<file path="config.mk">
export PLATFORM = sky130hd
export DESIGN_NAME = quota_enforcer
export DESIGN_NICKNAME = d
export VERILOG_FILES = /design/src/rtl/qe_pkg.sv /design/src/rtl/qe_counter.sv /design/src/rtl/qe_quota_reg.sv /design/src/rtl/qe_stall_fsm.sv /design/src/rtl/quota_enforcer.sv
export SDC_FILE = /design/constraint.sdc
export NUM_CORES = 1
export LEC_CHECK = 0
export BUFFER_PORTS_ARGS = -buffer_cell sky130_fd_sc_hd__buf_2
export CAP_MARGIN = 20
export CORE_ASPECT_RATIO = 1.4
export CORE_MARGIN = 2
export CORE_UTILIZATION = 45
export DETAILED_ROUTE_END_ITERATION = 8
export GPL_TIMING_DRIVEN = 0
export SLEW_MARGIN = 20
export SYNTH_ARGS = -nofsm -noshare
export SYNTH_HDL_FRONTEND = slang
export SYNTH_HIERARCHICAL = 1
export SYNTH_SLANG_ARGS = --single-unit
</file>
<file path="constraint.sdc">
create_clock -name clk -period 4.05 [get_ports clk]
set_input_delay 0.81 -clock clk [delete_from_list [all_inputs] [get_ports clk]]
set_output_delay 0.81 -clock clk [all_outputs]
set_load 0.01 [all_outputs]
</file>
<file path="src/rtl/qe_pkg.sv">
package qe_pkg;
    localparam int NUM_RES      = 5;
    localparam int NUM_REGFILES = 2;
    localparam int NUM_QUEUES   = 3;
    localparam int RES_W        = 3;

    typedef enum logic [RES_W-1:0] {
        RS_INT_REG = 3'd0,
        RS_FP_REG  = 3'd1,
        RS_INT_Q   = 3'd2,
        RS_FP_Q    = 3'd3,
        RS_LS_Q    = 3'd4
    } res_e;

    typedef enum logic {
        T_RUN  = 1'b0,
        T_HOLD = 1'b1
    } gate_e;
endpackage

</file>
<file path="src/rtl/qe_counter.sv">
module qe_counter #(
    parameter int CNT_W = 9,
    parameter int EV_W  = 4,
    parameter int SIZE  = 256
) (
    input  logic             clk,
    input  logic             rst_n,
    input  logic [EV_W-1:0]  inc,
    input  logic [EV_W-1:0]  dec,
    output logic [CNT_W-1:0] cnt
);
    logic [CNT_W-1:0] nxt;
    int               sum;

    always_comb begin
        sum = int'(cnt) + int'(inc) - int'(dec);
        if (sum < 0)
            nxt = '0;
        else if (sum > SIZE)
            nxt = CNT_W'(SIZE);
        else
            nxt = CNT_W'(sum);
    end

    always_ff @(posedge clk) begin
        if (!rst_n) cnt <= '0;
        else        cnt <= nxt;
    end

    p_no_overflow_r3: assert property (@(posedge clk) disable iff (!rst_n)
        int'(cnt) <= SIZE);
    p_balanced_r3: assert property (@(posedge clk) disable iff (!rst_n)
        (inc == dec) |=> $stable(cnt));
    p_grow_r2: assert property (@(posedge clk) disable iff (!rst_n)
        (inc > dec) |=> (cnt >= $past(cnt)));
endmodule

</file>
<file path="src/rtl/qe_quota_reg.sv">
module qe_quota_reg #(
    parameter int CNT_W = 9,
    parameter int SIZE  = 256
) (
    input  logic             clk,
    input  logic             rst_n,
    input  logic             we,
    input  logic [CNT_W-1:0] wdata,
    output logic [CNT_W-1:0] quota
);
    always_ff @(posedge clk) begin
        if (!rst_n)  quota <= CNT_W'(SIZE);
        else if (we) quota <= wdata;
    end

    p_keep_r7: assert property (@(posedge clk) disable iff (!rst_n)
        !we |=> $stable(quota));
endmodule

</file>
<file path="src/rtl/qe_stall_fsm.sv">
module qe_stall_fsm
    import qe_pkg::*;
(
    input  logic clk,
    input  logic rst_n,
    input  logic over,
    output logic stall
);
    gate_e state, state_nxt;

    always_comb begin
        state_nxt = state;
        unique case (state)
            T_RUN:  if (over)  state_nxt = T_HOLD;  // trip
            T_HOLD: if (!over) state_nxt = T_RUN;   // clear
        endcase
    end

    always_ff @(posedge clk) begin
        if (!rst_n) state <= T_RUN;
        else        state <= state_nxt;
    end

    always_comb stall = (state == T_HOLD);

    p_trip_r5: assert property (@(posedge clk) disable iff (!rst_n)
        over |=> stall);
    p_clear_r6: assert property (@(posedge clk) disable iff (!rst_n)
        !over |=> !stall);
endmodule

</file>
<file path="src/rtl/quota_enforcer.sv">
module quota_enforcer
    import qe_pkg::*;
#(
    parameter int NUM_THREADS = 2,
    parameter int REG_SIZE    = 256,
    parameter int QUEUE_SIZE  = 64,
    parameter int MAX_EVENTS  = 8,
    localparam int TID_W = (NUM_THREADS > 1) ? $clog2(NUM_THREADS) : 1,
    localparam int EV_W  = $clog2(MAX_EVENTS + 1),
    localparam int CNT_W = $clog2(((REG_SIZE > QUEUE_SIZE) ? REG_SIZE : QUEUE_SIZE) + 1)
) (
    input  logic                                 clk,
    input  logic                                 rst_n,
    input  logic [NUM_THREADS*NUM_RES*EV_W-1:0]      alloc_cnt,
    input  logic [NUM_THREADS*NUM_REGFILES*EV_W-1:0] commit_rel,
    input  logic [NUM_THREADS*NUM_QUEUES*EV_W-1:0]   issue_rel,
    input  logic                                 quota_we,
    input  logic [TID_W-1:0]                     quota_thread,
    input  logic [RES_W-1:0]                     quota_res,
    input  logic [CNT_W-1:0]                     quota_data,
    output logic [NUM_THREADS*NUM_RES*CNT_W-1:0] usage,
    output logic [NUM_THREADS-1:0]               fetch_stall
);
    for (genvar t = 0; t < NUM_THREADS; t++) begin : g_thr
        logic [NUM_RES-1:0] over_r;
        logic               over;

        for (genvar r = 0; r < NUM_RES; r++) begin : g_res
            localparam int SZ = (r < NUM_REGFILES) ? REG_SIZE : QUEUE_SIZE;
            logic [EV_W-1:0]  rel;
            logic [CNT_W-1:0] cnt;
            logic [CNT_W-1:0] quota;
            logic             we;

            if (r < NUM_REGFILES) begin : g_commit
                assign rel = commit_rel[(t*NUM_REGFILES + r)*EV_W +: EV_W];
            end else begin : g_issue
                assign rel = issue_rel[(t*NUM_QUEUES + r - NUM_REGFILES)*EV_W +: EV_W];
            end

            assign we = quota_we && (quota_thread == TID_W'(t))
                        && (quota_res == RES_W'(r));

            qe_counter #(.CNT_W(CNT_W), .EV_W(EV_W), .SIZE(SZ)) u_cnt (
                .clk  (clk),
                .rst_n(rst_n),
                .inc  (alloc_cnt[(t*NUM_RES + r)*EV_W +: EV_W]),
                .dec  (rel),
                .cnt  (cnt)
            );

            qe_quota_reg #(.CNT_W(CNT_W), .SIZE(SZ)) u_quota (
                .clk  (clk),
                .rst_n(rst_n),
                .we   (we),
                .wdata(quota_data),
                .quota(quota)
            );

            assign over_r[r] = (cnt > quota);
            assign usage[(t*NUM_RES + r)*CNT_W +: CNT_W] = cnt;
        end

        assign over = |over_r;

        qe_stall_fsm u_fsm (
            .clk  (clk),
            .rst_n(rst_n),
            .over (over),
            .stall(fetch_stall[t])
        );
    end

    p_reset_clear_r1: assert property (@(posedge clk)
        !rst_n |=> (fetch_stall == '0));
endmodule

</file>
==> reports/results.txt <==
Status -> finished, final reports clean
Top FF cell, synth -> dfxtp_1
CP max-delay cell -> fa_1
Layout cell share with drive strength beyond 1 -> 0.181
Hold EP -> g_thr[0].g_res[4].u_quota/quota[6]$_SDFFE_PN1P_
Final instance area -> 0.0172 mm2
Clock insertion delay at the later pin of the skew report -> 0.43 ns
Yosys Warn Count -> 6
Final Max Slew Viols -> 0
Crit path largest cell delay -> 0.59 ns
RSZ-0062 raised after global routing -> false
Final period utilization -> 0.805
TritonRoute pass-1 iters -> 4
R2r setup slk -> 0.85 ns
Remaining DRCs -> 0
Total grt overflow -> 0
Peak VDD IR -> 0.513 mV
Mapped Area -> 0.0150 mm2
Distinct cells, synth -> 85
Initial antenna violation count -> 0
Final Setup Violations -> 0
Synth area leader -> dfxtp_1
Synthesized flop and latch total -> 182
Placed inst area -> 0.0166 mm2
Root Buffer -> clkbuf_16
HP Class -> reg -> reg
IO buf count -> 187
Core area -> 0.0331 mm2
Post-DP HPWL -> 27000 um
Tot GR Track Use -> 0.197
Worst Path Required -> 4.42 ns
Crit path DAT -> 3.63 ns
Row Count -> 79
Mapped Avg Cell Area -> 9.04 um2
Hold buffers post-CTS -> 0
Area of the die -> 0.0349 mm2
Final Hold Vio Count -> 0
Clock transition at the registers of the reported paths -> 0.07 ns
Via count -> 12.0k
First-pass GRT wire length -> 55700 um
DIE WIDTH -> 159 um
GP Congestion -> 0.853
Vias/cell -> 5.11
LEAKAGE -> 7.61 nW
Worst Tran Pin Value -> 0.797 ns
Routed Antenna Nets -> 0
H-tree Lvls -> 4
Pwr dens -> 563 mW/mm2
Routed len/inst -> 14.4 um
CTS Sinks -> 182
Max Cap Viol -> 0
DIE HEIGHT -> 220 um
Share of the synthesized area in the top cell type -> 0.242
Total Wirelength -> 33700 um
Worst R2R Path Depth -> 10
Number of synthesized flops with an enable pin -> 0
Area growth, synth to finish -> 14.3%
Crit path time final -> 3.26 ns
WS Path Type -> in -> reg
Fillers -> 3147
TritonCTS Buffers -> 17
Max frequency -> 0.307 GHz
Min-delay src -> g_thr[0].g_res[4].u_quota/quota[6]$_SDFFE_PN1P_
FFs w/ async S/R, synth -> 0
Final hold slack -> 0.477 ns
Most frequent CP cell -> inv_1
Nets@finish -> 2220
Total power draw -> 9.68 mW
Setup Skew -> 0.00985 ns
TritonCTS clock tree -> done
Slew headroom -> 0.455
Most frequent cells in the layout -> inv_1, ha_1, buf_2
Initial core utilization -> 0.454
Setup crit start kind -> primary input
Synth Instances -> 1665
Post-CTS Setup Repair Bufs -> 0
CP endpoint kind -> flip-flop
Post-cts sizing count -> 0
Clock Tree Buf Depth -> 2
Reg-to-Reg Start -> g_thr[1].g_res[2].u_cnt/cnt[1]$_SDFF_PP0_
# IOs -> 188
Synth top area cells -> dfxtp_1, ha_1, inv_1, mux2i_1, fa_1
Hold path cells -> 2
Commonest non-fill, non-tap cell in the layout -> inv_1
Post-Route Setup TNS -> 0 ns
Worst-path maximum fanout -> 7
Sequential area share after synthesis -> 0.242
Detailed Route Iter0 Violations -> 389
Vias in the first global route -> 11.9k
RR Endpoint -> g_thr[1].g_res[2].u_cnt/cnt[4]$_SDFF_PP0_
Largest net degree at the start of global routing -> 66
Critical path, cell by cell -> buf_2 > inv_1 > fa_1 > inv_1 > ha_1 > a211oi_2 > o21bai_1 > o21a_1 > o31a_1 > nor4_2 > and4_2
-- state kept, by name (all words and copies together), names as in the netlist --
register,flops
g_thr.g_res.u_quota/quota,90
g_thr.u_fsm/stall,2
g_thr.g_res.u_cnt/cnt,90
-- power breakdown --
group	internal, mW	switching (mW)	total, mW
logic	2.37	3.38	5.75
registers	1.98	0.227	2.20
clock network	0.940	0.786	1.73
total	5.29	4.40	9.68
-- cell usage after synthesis, types with 14 or more instances --
| cell | number |
|---|---|
| inv_1 | 319 |
| ha_1 | 206 |
| dfxtp_1 | 182 |
| nor2b_1 | 106 |
| mux2i_1 | 95 |
| nor2_1 | 80 |
| a21oi_1 | 66 |
| nand2_1 | 58 |
| fa_1 | 40 |
| nor3_1 | 34 |
| xnor2_1 | 33 |
| o21ai_0 | 27 |
| a21o_1 | 24 |
| nand3_1 | 24 |
| xor2_1 | 21 |
| nand4_1 | 15 |
| o211ai_1 | 15 |
| nor3b_1 | 14 |
| nor4_1 | 14 |
| o21bai_1 | 14 |
-- critical path, delay by kind of cell --
family,cells,cell delay [ns]
AO/OA/AOI/OAI,4,0.97
AND/OR/NAND/NOR,2,0.79
adder cells (fa/ha/maj),2,0.89
buffers and inverters,3,0.17
-- metal layers --
layer  wire (um)  vias to the layer above  global-route usage
met2       17400                      182               0.362
met1       14600                     5557               0.234
li1            -                     6169                   -
met3        1090                       45              0.0304
met4         627                        0              0.0556
met5           0                        -                   0
-- how the worst max path moves through the flow --
stage                             start                                         to  slack (ns)  cells after the start
after floorplan           alloc_cnt[13]  g_thr[0].g_res[3].u_cnt/cnt[5]$_SDFF_PP0_        0.78                     10
after global placement    alloc_cnt[29]  g_thr[1].g_res[2].u_cnt/cnt[4]$_SDFF_PP0_        0.39                     11
after detailed placement  alloc_cnt[29]  g_thr[1].g_res[2].u_cnt/cnt[4]$_SDFF_PP0_        0.32                     11
after CTS                 alloc_cnt[29]  g_thr[1].g_res[2].u_cnt/cnt[4]$_SDFF_PP0_        0.77                     11
after global routing      alloc_cnt[37]  g_thr[1].g_res[4].u_cnt/cnt[3]$_SDFF_PP0_        0.63                     11
final                     alloc_cnt[29]  g_thr[1].g_res[2].u_cnt/cnt[4]$_SDFF_PP0_        0.79                     11
-- metrics by stage --
step	setup slack (ns)	cells	utilization
final	0.788	2337	0.520
after global routing	0.626	2336	0.519
after CTS	0.766	2336	0.519
after detailed placement	0.315	2304	0.501
after global placement	0.386	2303	0.500
after floorplan	0.778	1671	-
-- layout make-up --
| cell class | count | area, um2 | area share |
|---|---|---|---|
| Multi-Input combinational cell | 1157 | 10100 | 0.587 |
| Sequential cell | 182 | 3640 | 0.212 |
| Inverter | 319 | 1200 | 0.0696 |
| Timing Repair Buffer | 188 | 966 | 0.0561 |
| Tap cell | 445 | 557 | 0.0324 |
| Clock buffer | 17 | 425 | 0.0247 |
| Clock inverter | 15 | 180 | 0.0105 |
| Buffer | 13 | 134 | 0.00778 |
| Antenna cell | 1 | 2.50 | 0.000145 |
-- cell families (layout without fill, tap and decap cells) --
kind of cell,after synthesis,after routing,share of synthesized area
buffers and inverters,332,552,0.0885
AOI/OAI and AO/OA,301,301,0.169
other,6,13,0.00150
adders and majority gates,246,246,0.224
DFF,182,182,0.242
and+or+nand+nor,449,449,0.180
xor gates and xnor gates,54,54,0.0314
muxes,95,95,0.0632
Power figures use the tool's default switching activity.
